## config.mk

```make
export PLATFORM = sky130hd
export DESIGN_NAME = asid_tlb
export DESIGN_NICKNAME = d
export VERILOG_FILES = /design/src/rtl/asid_tlb.sv
export SDC_FILE = /design/constraint.sdc
export NUM_CORES = 1
export LEC_CHECK = 0
export BUFFER_PORTS_ARGS = -buffer_cell sky130_fd_sc_hd__buf_2
export CAP_MARGIN = 20
export CORE_ASPECT_RATIO = 1.5
export CORE_MARGIN = 3
export CORE_UTILIZATION = 55
export CTS_CLUSTER_DIAMETER = 150
export DETAILED_ROUTE_END_ITERATION = 12
export GPL_ROUTABILITY_DRIVEN = 0
export GPL_TIMING_DRIVEN = 0
export MAX_ROUTING_LAYER = met4
export PLACE_DENSITY_LB_ADDON = 0.1
export REMOVE_ABC_BUFFERS = 1
export SLEW_MARGIN = 15
export SYNTH_ARGS = -nofsm -noshare
export SYNTH_HDL_FRONTEND = slang
export SYNTH_SLANG_ARGS = --single-unit
```

## constraint.sdc

```tcl
create_clock -name clk -period 19.8 [get_ports clk]
set_input_delay 2.97 -clock clk [delete_from_list [all_inputs] [get_ports clk]]
set_output_delay 2.97 -clock clk [all_outputs]
set_load 0.01 [all_outputs]
```

## src/rtl/asid_tlb.sv

```systemverilog
module asid_tlb #(
  parameter int ENTRIES = 8,
  parameter int ASID_W  = 7,
  parameter int PFN_W   = 20,
  parameter int PERM_W  = 3
) (
  input  logic              clk,
  input  logic              rst_n,
  input  logic              lk_valid,
  input  logic [ASID_W-1:0] lk_asid,
  input  logic [31:0]       lk_vaddr,
  output logic              lk_ready,
  output logic              res_valid,
  output logic              res_hit,
  output logic [PFN_W-1:0]  res_pfn,
  output logic [PERM_W-1:0] res_perm,
  output logic              miss_req,
  output logic [ASID_W-1:0] miss_asid,
  output logic [19:0]       miss_vpn,
  input  logic              fill_valid,
  input  logic [ASID_W-1:0] fill_asid,
  input  logic [19:0]       fill_vpn,
  input  logic [PFN_W-1:0]  fill_pfn,
  input  logic [PERM_W-1:0] fill_perm,
  input  logic              wr_en,
  input  logic              wr_flush,
  input  logic [31:0]       wr_data
);
  localparam int IDX_W = (ENTRIES > 1) ? $clog2(ENTRIES) : 1;

  logic [ENTRIES-1:0] vld, act, hit, same, fl_m;
  logic [ASID_W-1:0]  t_asid [ENTRIES];
  logic [19:0]        t_vpn  [ENTRIES];
  logic [PFN_W-1:0]   t_pfn  [ENTRIES];
  logic [PERM_W-1:0]  t_perm [ENTRIES];

  logic       cfg_hum, cfg_rr;
  logic [5:0] cfg_lines;
  logic [6:0] n_eff;
  logic [IDX_W-1:0] ptr, ptr_v, ptr_nx, widx, inv_i, same_i;
  logic       has_inv, has_same, use_ptr;
  logic       pend;
  logic [PFN_W-1:0]  hit_pfn;
  logic [PERM_W-1:0] hit_perm;

  wire unused_bits = ^{wr_data[23:20], lk_vaddr[11:0]};

  function automatic logic fmatch(input logic [ASID_W-1:0] a, input logic [19:0] v,
                                  input logic [31:0] d);
    logic am, vm;
    am = !d[31] || (a == d[24 +: ASID_W]);
    case (d[1:0])
      2'd0:    vm = 1'b1;
      2'd2:    vm = (v[19:10] == d[19:10]);
      2'd3:    vm = (v[19:2] == d[19:2]);
      default: vm = 1'b0;
    endcase
    return am && vm;
  endfunction

  wire [19:0] lk_vpn   = lk_vaddr[31:12];
  wire        do_flush = wr_en && wr_flush;
  wire        do_cfg   = wr_en && !wr_flush;
  wire        fill_drop = do_flush && fmatch(fill_asid, fill_vpn, wr_data);
  wire        do_fill  = fill_valid && (n_eff != 7'd0) && !fill_drop;
  wire        acc      = lk_valid && lk_ready;
  wire        any_hit  = |hit;

  assign n_eff    = ({1'b0, cfg_lines} > 7'(ENTRIES)) ? 7'(ENTRIES) : {1'b0, cfg_lines};
  assign lk_ready = !(pend && !cfg_hum);
  assign miss_req = pend;

  for (genvar i = 0; i < ENTRIES; i++) begin : g_ent
    assign act[i]  = 7'(i) < n_eff;
    assign hit[i]  = vld[i] && act[i] && t_asid[i] == lk_asid && t_vpn[i] == lk_vpn;
    assign same[i] = vld[i] && t_asid[i] == fill_asid && t_vpn[i] == fill_vpn;
    assign fl_m[i] = fmatch(t_asid[i], t_vpn[i], wr_data);
  end

  always_comb begin
    hit_pfn  = '0;
    hit_perm = '0;
    has_inv  = 1'b0;
    inv_i    = '0;
    has_same = 1'b0;
    same_i   = '0;
    for (int i = 0; i < ENTRIES; i++) begin
      if (hit[i]) begin
        hit_pfn  = hit_pfn | t_pfn[i];
        hit_perm = hit_perm | t_perm[i];
      end
      if (!has_inv && act[i] && !vld[i]) begin
        has_inv = 1'b1;
        inv_i   = IDX_W'(i);
      end
      if (act[i] && same[i]) begin
        has_same = 1'b1;
        same_i   = IDX_W'(i);
      end
    end
  end

  assign ptr_v   = (7'(ptr) < n_eff) ? ptr : '0;
  assign ptr_nx  = (7'(ptr_v) + 7'd1 >= n_eff) ? '0 : ptr_v + 1'b1;
  assign use_ptr = !has_same && (cfg_rr || !has_inv);
  assign widx    = has_same ? same_i : (use_ptr ? ptr_v : inv_i);

  always_ff @(posedge clk) begin
    if (!rst_n) begin
      vld       <= '0;
      ptr       <= '0;
      cfg_hum   <= 1'b1;
      cfg_rr    <= 1'b0;
      cfg_lines <= 6'd32;
    end else begin
      for (int i = 0; i < ENTRIES; i++) begin
        if (do_flush && fl_m[i]) vld[i] <= 1'b0;
        if (do_fill && same[i] && IDX_W'(i) != widx) vld[i] <= 1'b0;
      end
      if (do_fill) vld[widx] <= 1'b1;
      if (do_fill && use_ptr) ptr <= ptr_nx;
      if (do_cfg) begin
        cfg_hum   <= wr_data[29];
        cfg_rr    <= wr_data[28];
        cfg_lines <= wr_data[5:0];
      end
    end
  end

  always_ff @(posedge clk) begin
    if (do_fill) begin
      t_asid[widx] <= fill_asid;
      t_vpn[widx]  <= fill_vpn;
      t_pfn[widx]  <= fill_pfn;
      t_perm[widx] <= fill_perm;
    end
  end

  always_ff @(posedge clk) begin
    if (!rst_n) begin
      res_valid <= 1'b0;
      res_hit   <= 1'b0;
      res_pfn   <= '0;
      res_perm  <= '0;
      pend      <= 1'b0;
      miss_asid <= '0;
      miss_vpn  <= '0;
    end else begin
      res_valid <= acc;
      res_hit   <= acc && any_hit;
      res_pfn   <= (acc && any_hit) ? hit_pfn : '0;
      res_perm  <= (acc && any_hit) ? hit_perm : '0;
      if (pend && fill_valid) begin
        pend <= 1'b0;
      end else if (!pend && acc && !any_hit) begin
        pend      <= 1'b1;
        miss_asid <= lk_asid;
        miss_vpn  <= lk_vpn;
      end
    end
  end

  p_accept_r2: assert property (@(posedge clk) disable iff (!rst_n)
    lk_valid && lk_ready |=> res_valid);
  p_miss_zero_r2: assert property (@(posedge clk) disable iff (!rst_n)
    res_valid && !res_hit |-> res_pfn == '0 && res_perm == '0);
  p_stall_r4: assert property (@(posedge clk) disable iff (!rst_n)
    lk_valid && !lk_ready |=> !res_valid);
  p_miss_hold_r3: assert property (@(posedge clk) disable iff (!rst_n)
    miss_req && !fill_valid |=> miss_req && $stable(miss_vpn) && $stable(miss_asid));
  p_fill_done_r3: assert property (@(posedge clk) disable iff (!rst_n)
    miss_req && fill_valid |=> !miss_req);
  p_flush_all_r9: assert property (@(posedge clk) disable iff (!rst_n)
    wr_en && wr_flush && wr_data[1:0] == 2'd0 && !wr_data[31] |=> vld == '0);
  p_unique_r8: assert property (@(posedge clk) disable iff (!rst_n)
    $onehot0(hit));
endmodule

```

==> flow_metrics.py <==
metrics = {
    "sta": {
        "fin_tns_setup_ns": 0,
        "finalClockSkew_ns": 0.0192,
        "slew_headroom_pct": 18.7,
        "fin_crit_ns": 7.67,
        "setup_slack_ns": 12.13,
        "slew_violations": 0,
        "worst-slew-pin-transition_ns": 1.21,
        "finalHoldViolCount": 0,
        "max_freq_mhz": 130,
        "setup_viol": 0,
        "rsz0062_at_grt": "false",
        "hold-worst-slack_ns": 0.484,
        "period_share_pct": 38.8,
    },
    "clock_tree": {
        "clk_pin_slew_ns": 0.06,
        "cts_tree": "built",
        "ctsResizeCount": 0,
        "cts_root_buf": "clkbuf_16",
        "htree_levels": 2,
        "cts_hold_buf": 0,
        "post_cts_buffers": 0,
        "cts_buffers": 45,
        "clock-sinks": 472,
        "cts_buffer_depth": 3,
        "clock_latency_ns": 0.58,
    },
    "critical_path": {
        "worstSetupPathType": "input pin to flop",
        "crit_fanout": 17,
        "crit_required_ns": 20.08,
        "end_kind": "flop",
        "startpoint": "fill_vpn[17]",
        "cp-start-kind": "input pin",
        "crit_arrival_ns": 7.95,
        "r2r_start": "cfg_lines[5]",
    },
    "job": {
        "cap_violations": 0,
    },
    "power_and_ir_drop": {
        "pwr-share-clk_pct": 40.7,
        "p_total_uw": 2380,
        "leakage_uw": 0.00915,
        "vdd_drop_max_v": 0.0000943,
        "swShare_pct": 25.1,
        "combPwrFrac_pct": 11.2,
        "pwr-share-seq_pct": 48.1,
        "p_per_area_nw_per_um2": 86.5,
        "p_int_uw": 1780,
        "power_switching_uw": 598,
    },
    "global_routing": {
        "grt_util_all_layers_pct": 40.4,
        "grt_pass1_vias": 17511,
        "grt_overflow": 0,
        "antenna_found_initial": 3,
        "grt_pass1_wl_um": 127000,
        "grt_max_degree": 51,
    },
    "floorplan": {
        "die_w_um": 177,
        "rows": 93,
        "core-area_um2": 43100,
        "die_area_um2": 46300,
        "ioPinCount": 181,
        "dieHeight_um": 262,
        "start_util_pct": 55.8,
    },
    "synthesis": {
        "syn_area_per_cell_um2": 12.8,
        "yosysUniqueCellTypes": 70,
        "synth_seq_cells": 472,
        "netlist.top_cell.by_area": "edfxtp_1",
        "synth_warnings": 0,
        "async_flop_share_pct": 0,
        "synth-seq-area-share_pct": 56.0,
        "synth_top_area_share_pct": 50.0,
        "synth-edff-count": 400,
        "synth.area.top_cells": "edfxtp_1 (50%), xnor2_1 (14%), xor2_1 (9.7%), dfxtp_1 (6.0%), nand4_1 (3.3%)",
        "netlist_instances": 1879,
        "synth_ff_type": "edfxtp_1",
        "mappedNetlistArea_um2": 24000,
    },
    "route": {
        "drc_errors": 0,
        "dr.first_iter.drc_count": 2301,
        "vias": 17996,
        "first_pass_iters": 5,
        "finalWirelength_um": 91300,
        "antenna_left": 0,
        "wl_per_cell_um": 34.2,
        "vias_per_cell": 6.73,
    },
    "finish": {
        "final_nets": 2198,
        "final_util_pct": 63.9,
        "final_common_cell": "edfxtp_1",
        "most-common-layout-cells": "edfxtp_1 (400), xnor2_1 (386), xor2_1 (267)",
        "syn_to_final_growth_pct": 14.5,
        "layout-drive-gt1-share_pct": 17.1,
    },
    "placement": {
        "dp_hpwl_um": 62500,
        "numPortBuffers": 164,
        "pre_cts_slack_ns": 11.70,
    },
    "hold_path": {
        "min_from": "cfg_hum",
        "hold_class": "flop to flop",
    },
    "status": {
        "status": "complete, no violations",
    },
}
synthesized netlist by cell type, types with 4 or more instances:
library cell  instances
a22oi_1              46
or4_1                 6
nand2_1              42
buf_2                54
nand2b_1             12
a21o_1                4
edfxtp_1            400
clkbuf_1             53
and3_1                4
ha_1                  7
a221oi_1             25
nor4_1               84
a21boi_0             10
o2111ai_1             7
a31oi_1              24
o21ai_0              14
buf_1                 4
nand3_1              22
xnor2_1             386
a221o_1               8
a21oi_1               8
a22o_1               24
nand4_1             126
nor3_1               21
inv_1                10
dfxtp_1              72
xor2_1              267
nor2_1               18
mux2i_1              27
nor2b_1              30
power by group through the flow:
stage	clock [uW]	sequential, uW	combinational (uW)
floorplan	0	1160	123
global placement	0	1170	240
detailed placement	0	1170	253
CTS	975	1140	254
global route	1010	1150	276
finish	969	1150	266
sequential cells by signal (all words and copies together), names as in the netlist:
| register | count |
|---|---|
| ptr | 3 |
| vld | 8 |
| res_perm | 3 |
| cfg_lines | 6 |
| res_hit | 1 |
| res_pfn | 20 |
| miss_vpn | 20 |
| cfg_hum | 1 |
| res_valid | 1 |
| miss_asid | 7 |
| t_perm | 24 |
| cfg_rr | 1 |
| t_asid | 56 |
| miss_req | 1 |
| t_vpn | 160 |
| t_pfn | 160 |
final timing paths:
| check | slack, ns | to | depth (start not counted) |
|---|---|---|---|
| setup reg to reg | 14.42 | t_perm[7][1] | 17 |
| hold reg to reg | 0.48 | cfg_hum | 2 |
| setup / recovery | 12.13 | t_perm[7][1] | 15 |
| hold / removal | 0.48 | cfg_hum | 2 |
through the flow:
| step | cell area (um^2) | std cells |
|---|---|---|
| finish | 27500 | 2673 |
| global route | 27500 | 2673 |
| CTS | 27500 | 2666 |
| detailed placement | 25800 | 2583 |
| global placement | 25000 | 2497 |
| floorplan | 23500 | 1763 |
routing by layer:
metal	track usage [%]	routed length (um)	part of all wire, %
met3	11.2	9080	9.9
met4	35.5	10800	12
met1	42.9	29900	33
met5	-	0	0
met2	61.8	41500	45
logic make-up after synthesis:
group / Yosys count / synth area share [%]
xor+xnor: 653 / 23.8
simple gates: 392 / 9.71
mux: 27 / 1.13
flops: 472 / 56.0
fa+ha+maj: 7 / 0.365
compound gates: 201 / 6.54
buf+inv: 127 / 2.45
worst max-delay path: stages:
cell and delay, ns:
buf_2 0.52, xnor2_1 0.29, nand4_1 0.27, nor3_1 0.15
a32oi_1 0.37, or3b_1 0.38, or4_1 0.56, and3_1 0.32
nor4_2 0.75, buf_4 0.30, buf_2 0.19, buf_4 0.19
buf_2 0.23, buf_2 0.22, buf_4 0.20
layout make-up:
cell class | count | area (um^2)
Antenna cell | 3 | 7.51
Clock buffer | 55 | 1230
Clock inverter | 28 | 435
Fill cell | 3366 | 15500
Inverter | 11 | 43.8
Multi-Input combinational cell | 1280 | 10100
Sequential cell | 472 | 13500
Tap cell | 570 | 713
Timing Repair Buffer | 254 | 1520
No activity file was read; power rests on OpenSTA's default activity.
